**src/rtl/fault_addr_pkg.sv**
```systemverilog
package fault_addr_pkg;

  typedef enum logic [2:0] {
    FM_NONE        = 3'd0,
    FM_DEAD_ADDR   = 3'd1,
    FM_LOST_CELL   = 3'd2,
    FM_DUAL_SEL    = 3'd3,
    FM_SHARED_CELL = 3'd4,
    FM_STUCK_OPEN  = 3'd5
  } fault_mode_e;

endpackage

```
**src/rtl/fa_decoder.sv**
```systemverilog
module fa_decoder
  import fault_addr_pkg::*;
#(
  parameter int ADDR_W = 4,
  parameter int DEPTH  = 1 << ADDR_W,
  parameter int BIT_W  = (ADDR_W > 1) ? $clog2(ADDR_W) : 1
) (
  input  logic              clk,
  input  logic              rst,
  input  logic [2:0]        mode,
  input  logic [ADDR_W-1:0] tgt_a,
  input  logic [ADDR_W-1:0] tgt_b,
  input  logic [BIT_W-1:0]  bit_sel,
  input  logic [ADDR_W-1:0] addr,
  output logic [DEPTH-1:0]  sel
);

  fault_mode_e       mode_e;
  logic [DEPTH-1:0]  plain;
  logic [ADDR_W-1:0] neigh;
  logic              line_q;
  logic              line_now;

  assign mode_e = fault_mode_e'(mode);
  assign neigh  = tgt_a ^ (ADDR_W'(1) << bit_sel);

  // fault-free one-hot word-line decode
  for (genvar i = 0; i < DEPTH; i++) begin : g_plain
    assign plain[i] = (addr == ADDR_W'(i));
  end

  // target word line: driven on by its own address, pulled off by any
  // address that does not need the broken device, floating for the neighbour
  always_comb begin
    if (addr == tgt_a)      line_now = 1'b1;
    else if (addr == neigh) line_now = line_q;
    else                    line_now = 1'b0;
  end

  always_comb begin
    sel = plain;
    case (mode_e)
      FM_DEAD_ADDR: begin
        if (addr == tgt_a) sel = '0;
      end
      FM_LOST_CELL: begin
        sel[tgt_a] = 1'b0;
      end
      FM_DUAL_SEL: begin
        if (addr == tgt_a) sel[tgt_b] = 1'b1;
      end
      FM_SHARED_CELL: begin
        if (addr == tgt_b) begin
          sel        = '0;
          sel[tgt_a] = 1'b1;
        end
      end
      FM_STUCK_OPEN: begin
        sel[tgt_a] = line_now;
      end
      default: ;
    endcase
  end

  always_ff @(posedge clk) begin
    if (rst)                         line_q <= 1'b0;
    else if (mode_e == FM_STUCK_OPEN) line_q <= line_now;
    else                             line_q <= 1'b0;
  end

endmodule

```
**src/rtl/fa_cell_array.sv**
```systemverilog
module fa_cell_array #(
  parameter int DATA_W = 8,
  parameter int DEPTH  = 16
) (
  input  logic              clk,
  input  logic              rst,
  input  logic              we,
  input  logic [DEPTH-1:0]  sel,
  input  logic [DATA_W-1:0] wdata,
  output logic [DATA_W-1:0] rdata
);

  logic [DATA_W-1:0] mem [DEPTH];
  logic [DATA_W-1:0] merged;

  // every selected cell takes the write
  always_ff @(posedge clk) begin
    if (we && !rst) begin
      for (int i = 0; i < DEPTH; i++) begin
        if (sel[i]) mem[i] <= wdata;
      end
    end
  end

  // wired-AND read of all selected cells; empty selection reads all ones
  always_comb begin
    merged = '1;
    for (int i = 0; i < DEPTH; i++) begin
      if (sel[i]) merged = merged & mem[i];
    end
  end

  always_ff @(posedge clk) begin
    if (rst) rdata <= '0;
    else     rdata <= merged;
  end

endmodule

```
**src/rtl/fault_addr_ram.sv**
```systemverilog
module fault_addr_ram #(
  parameter int ADDR_W = 4,
  parameter int DATA_W = 8,
  localparam int DEPTH = 1 << ADDR_W,
  localparam int BIT_W = (ADDR_W > 1) ? $clog2(ADDR_W) : 1
) (
  input  logic              clk,
  input  logic              rst,
  input  logic [2:0]        fault_mode,
  input  logic [ADDR_W-1:0] fault_addr_a,
  input  logic [ADDR_W-1:0] fault_addr_b,
  input  logic [BIT_W-1:0]  fault_bit,
  input  logic              we,
  input  logic [ADDR_W-1:0] addr,
  input  logic [DATA_W-1:0] wdata,
  output logic [DATA_W-1:0] rdata
);

  logic [DEPTH-1:0] sel_vec;

  fa_decoder #(
    .ADDR_W (ADDR_W),
    .DEPTH  (DEPTH),
    .BIT_W  (BIT_W)
  ) u_dec (
    .clk     (clk),
    .rst     (rst),
    .mode    (fault_mode),
    .tgt_a   (fault_addr_a),
    .tgt_b   (fault_addr_b),
    .bit_sel (fault_bit),
    .addr    (addr),
    .sel     (sel_vec)
  );

  fa_cell_array #(
    .DATA_W (DATA_W),
    .DEPTH  (DEPTH)
  ) u_arr (
    .clk   (clk),
    .rst   (rst),
    .we    (we),
    .sel   (sel_vec),
    .wdata (wdata),
    .rdata (rdata)
  );

endmodule

```
**config.mk**
```make
export PLATFORM = sky130hd
export DESIGN_NAME = fault_addr_ram
export DESIGN_NICKNAME = d
export VERILOG_FILES = /design/src/rtl/fault_addr_pkg.sv /design/src/rtl/fa_decoder.sv /design/src/rtl/fa_cell_array.sv /design/src/rtl/fault_addr_ram.sv
export SDC_FILE = /design/constraint.sdc
export NUM_CORES = 1
export LEC_CHECK = 0
export CAP_MARGIN = 20
export CORE_MARGIN = 5
export CORE_UTILIZATION = 29
export DETAILED_ROUTE_END_ITERATION = 6
export SETUP_SLACK_MARGIN = 0.15
export SLEW_MARGIN = 20
export SYNTH_ARGS = -nofsm -noshare
export SYNTH_HDL_FRONTEND = slang
export SYNTH_SLANG_ARGS = --single-unit
export TNS_END_PERCENT = 5
```
**constraint.sdc**
```tcl
create_clock -name clk -period 3.7 [get_ports clk]
set_input_delay 0.74 -clock clk [delete_from_list [all_inputs] [get_ports clk]]
set_output_delay 0.74 -clock clk [all_outputs]
set_load 0.005 [all_outputs]
```
==> flow_summary.toml <==
[worst_setup_path]
arrival_ns = 3.77
rr_startpoint = "u_dec.line_q"
slowest_stage = "a2111oi_0"
reg2reg_depth = 10
cp_slowest_stage_delay_ns = 0.53
critPathTopFamily = "compound AO/OA/AOI/OAI gates"
critPathCaptureType = "register"
worstPathRequired_ns = 4.03
worst-r2r-setup-slack_ns = 1.27
path_depth = 10
start_kind = "input pin"
worstPathMaxFanout = 7
r2r_end = "u_arr.mem[1][4]"
worstPathCellList = "clkdlybuf4s50_1 -> xor2_2 -> nor4_4 -> mux2_2 -> a32oi_2 -> nand3_1 -> buf_4 -> a2111oi_0 -> o2111ai_1 -> nor3_1"
critPathBufInv = 2
critical_path_class = "in2reg"

[run_status]
status = "finished, final reports clean"

[sta]
finalHoldViolations = 0
setup_viol = 0
fin_ws_ns = 0.255
fin_skew_ns = 0.00716
rsz0062_at_grt = "true"
fin_crit_ns = 3.44
drv_slew = 0
period_share_pct = 93.1
maxSlewHeadroom_pct = 53.5
fmax_ghz = 0.290
worst-slew-pin-transition_ns = 0.696

[floorplanning]
rows = 55
die_x_um = 162
ios = 36
core_um2 = 22600
initial_core_util_pct = 29.4
die_area_um2 = 26100
die_y_um = 162

[routing]
antenna_left = 0
num_vias = 5376
drt_first_iter_violations = 399
dr.pass1.iters = 7
drt-wirelength-per-cell_um = 21.4
wl_um = 21100
drc_errors = 0
viasPerCell = 5.45

[logic_synthesis]
ys_ff_latch = 137
async_reset_ff_share_pct = 0
synthTopCellsByArea = "edfxtp_1, dfxtp_1, a21oi_1"
synth_flop_cell = "edfxtp_1"
yosys_warnings = 0
synth.distinct_cells = 78
synth_area_per_cell_um2 = 12.3
synth_top_area_cell = "edfxtp_1"
synthCells = 541
synth_top_area_share_pct = 57.7
syn_area_um2 = 6660
syn-num-nets = 569
yosysSeqAreaShare_pct = 60.4
synth-edff-count = 128

[finish]
drive_gt1_share_pct = 27.5
nNetsFinal = 717
areaGrowthSynthToFinish_pct = 32.8
diodes = 0

[placement]
place_ws_ns = -0.458
place.detailed.hpwl_um = 15800
gp_congestion = 1.00
port_buffers = 35

[global_routing]
grt_pass1_vias = 5537
grtUsageTotal_pct = 16.1
grt_max_degree = 17
grt_first_pass_wirelength_um = 32200
antenna_found_initial = 0
grt_overflow = 0

[clocking]
cts_tree = "built"
cts_sinks = 137
clk_pin_slew_ns = 0.06
root_buffer = "clkbuf_16"
cts_buffer_depth = 2
numCtsBuffers = 17
clkLatencyLatePin_ns = 0.41
h-tree-depth = 4
hold_buffers = 0

[worst_hold_path]
hp-start = "u_arr.mem[0][18]"
whs_path_depth = 2
worstHoldEndpoint = "u_arr.rdata[2]"
hp-class = "reg2reg"

[power_and_ir_drop]
vdd_ir_drop_max_mv = 0.356
total_power_w = 0.00390
power-per-cell-area_nw_per_um2 = 441
p_leak_nw = 3.09

[run]
maxCapViolations = 0
sequential cells by signal, indices dropped and copies added, names as in the netlist:
signal,count
u_arr.mem,128
u_arr.rdata,8
u_dec.line_q,1
worst min-delay path, cell delays in order (launching register included):
cell and delay, ns:
edfxtp_1 0.32, o221ai_1 0.14, nor3_2 0.12
synthesized netlist by cell type (5+ instances only):
library cell and count:
a222oi_1 7, o22a_2 6, nor2_1 40, nand2_1 15
nor4_1 9, nand2b_1 17, o22a_1 10, a31oi_1 6
edfxtp_1 128, or2_2 9, o22ai_1 9, nand3_1 8
o2111ai_1 15, clkbuf_1 12, nand4_1 5, a2111oi_0 9
o21ai_0 17, nor3_1 21, o211ai_1 6, dfxtp_1 9
a21oi_1 34, nor2b_1 13, inv_1 35, o32ai_1 7
metal layers:
metal	routed length, µm	track usage [%]
met5	0	0
met4	552	5.39
met3	1500	3.75
met2	10400	27.3
met1	8680	20.3
where the power goes:
group	switching [W]	total, W	internal, W
Sequential	0.0000107	0.00173	0.00172
Clock	0.000608	0.00178	0.00118
Combinational	0.000212	0.000381	0.000170
Total	0.000830	0.00390	0.00307
placed cells by master (no fill, tap or decap), types with 10 or more instances in the layout:
cell,count
a21oi_1,34
buf_4,115
clkbuf_16,17
clkdlybuf4s50_1,35
edfxtp_1,128
inv_1,35
nand2_1,15
nand2b_1,17
nor2_1,40
nor2b_1,13
nor3_1,21
o2111ai_1,15
o21ai_0,17
o22a_1,10
cells by family after synthesis:
kind of cell | count (synthesis) | share of synthesized area (%)
XOR/XNOR | 8 | 1.39
flip-flops | 137 | 60.4
AND/OR/NAND/NOR | 166 | 13.9
AO/OA/AOI/OAI | 170 | 20.4
buffers and inverters | 59 | 3.77
multiplexers | 1 | 0.169
stage by stage:
step | TNS [ns] | area, µm² | hold WS [ns] | util, % | cells
2_1_floorplan | 0 | 6660 | 0.539 | - | 541
3_3_place_gp | -3.45 | 8150 | 0.616 | 36.0 | 954
3_5_place_dp | -4.59 | 8150 | 0.625 | 36.0 | 954
4_1_cts | 0 | 8800 | 0.641 | 38.9 | 986
5_1_grt | 0 | 8850 | 0.693 | 39.1 | 987
6_report | 0 | 8850 | 0.633 | 39.1 | 987
worst max path at each step:
stage                               start               end  slack (ns)
after floorplan             fault_mode[2]  u_arr.mem[1][32]        0.39
after global placement    fault_addr_b[1]    u_arr.rdata[7]       -0.52
after detailed placement  fault_addr_b[1]    u_arr.rdata[7]       -0.46
after CTS                 fault_addr_b[1]    u_arr.rdata[7]        0.12
after global routing              addr[1]    u_arr.rdata[1]        0.14
final                     fault_addr_b[1]    u_arr.rdata[0]        0.26
final cells by class:
type                            count  area (µm²)
Fill cell                        2146       13800
Sequential cell                   137        4020
Multi-Input combinational cell    345        2430
Timing Repair Buffer              153        1270
Clock buffer                       20         467
Tap cell                          285         357
Clock inverter                     12         171
Inverter                           35         131
timing repair:
action | in CTS | in global routing
pin swaps | 0 | 1
gates cloned | 0 | 0
endpoints found under the setup margin | 3 | 24
resized for setup | 3 | 5
buffers inserted | 0 | 1
Power figures use the tool's default switching activity.
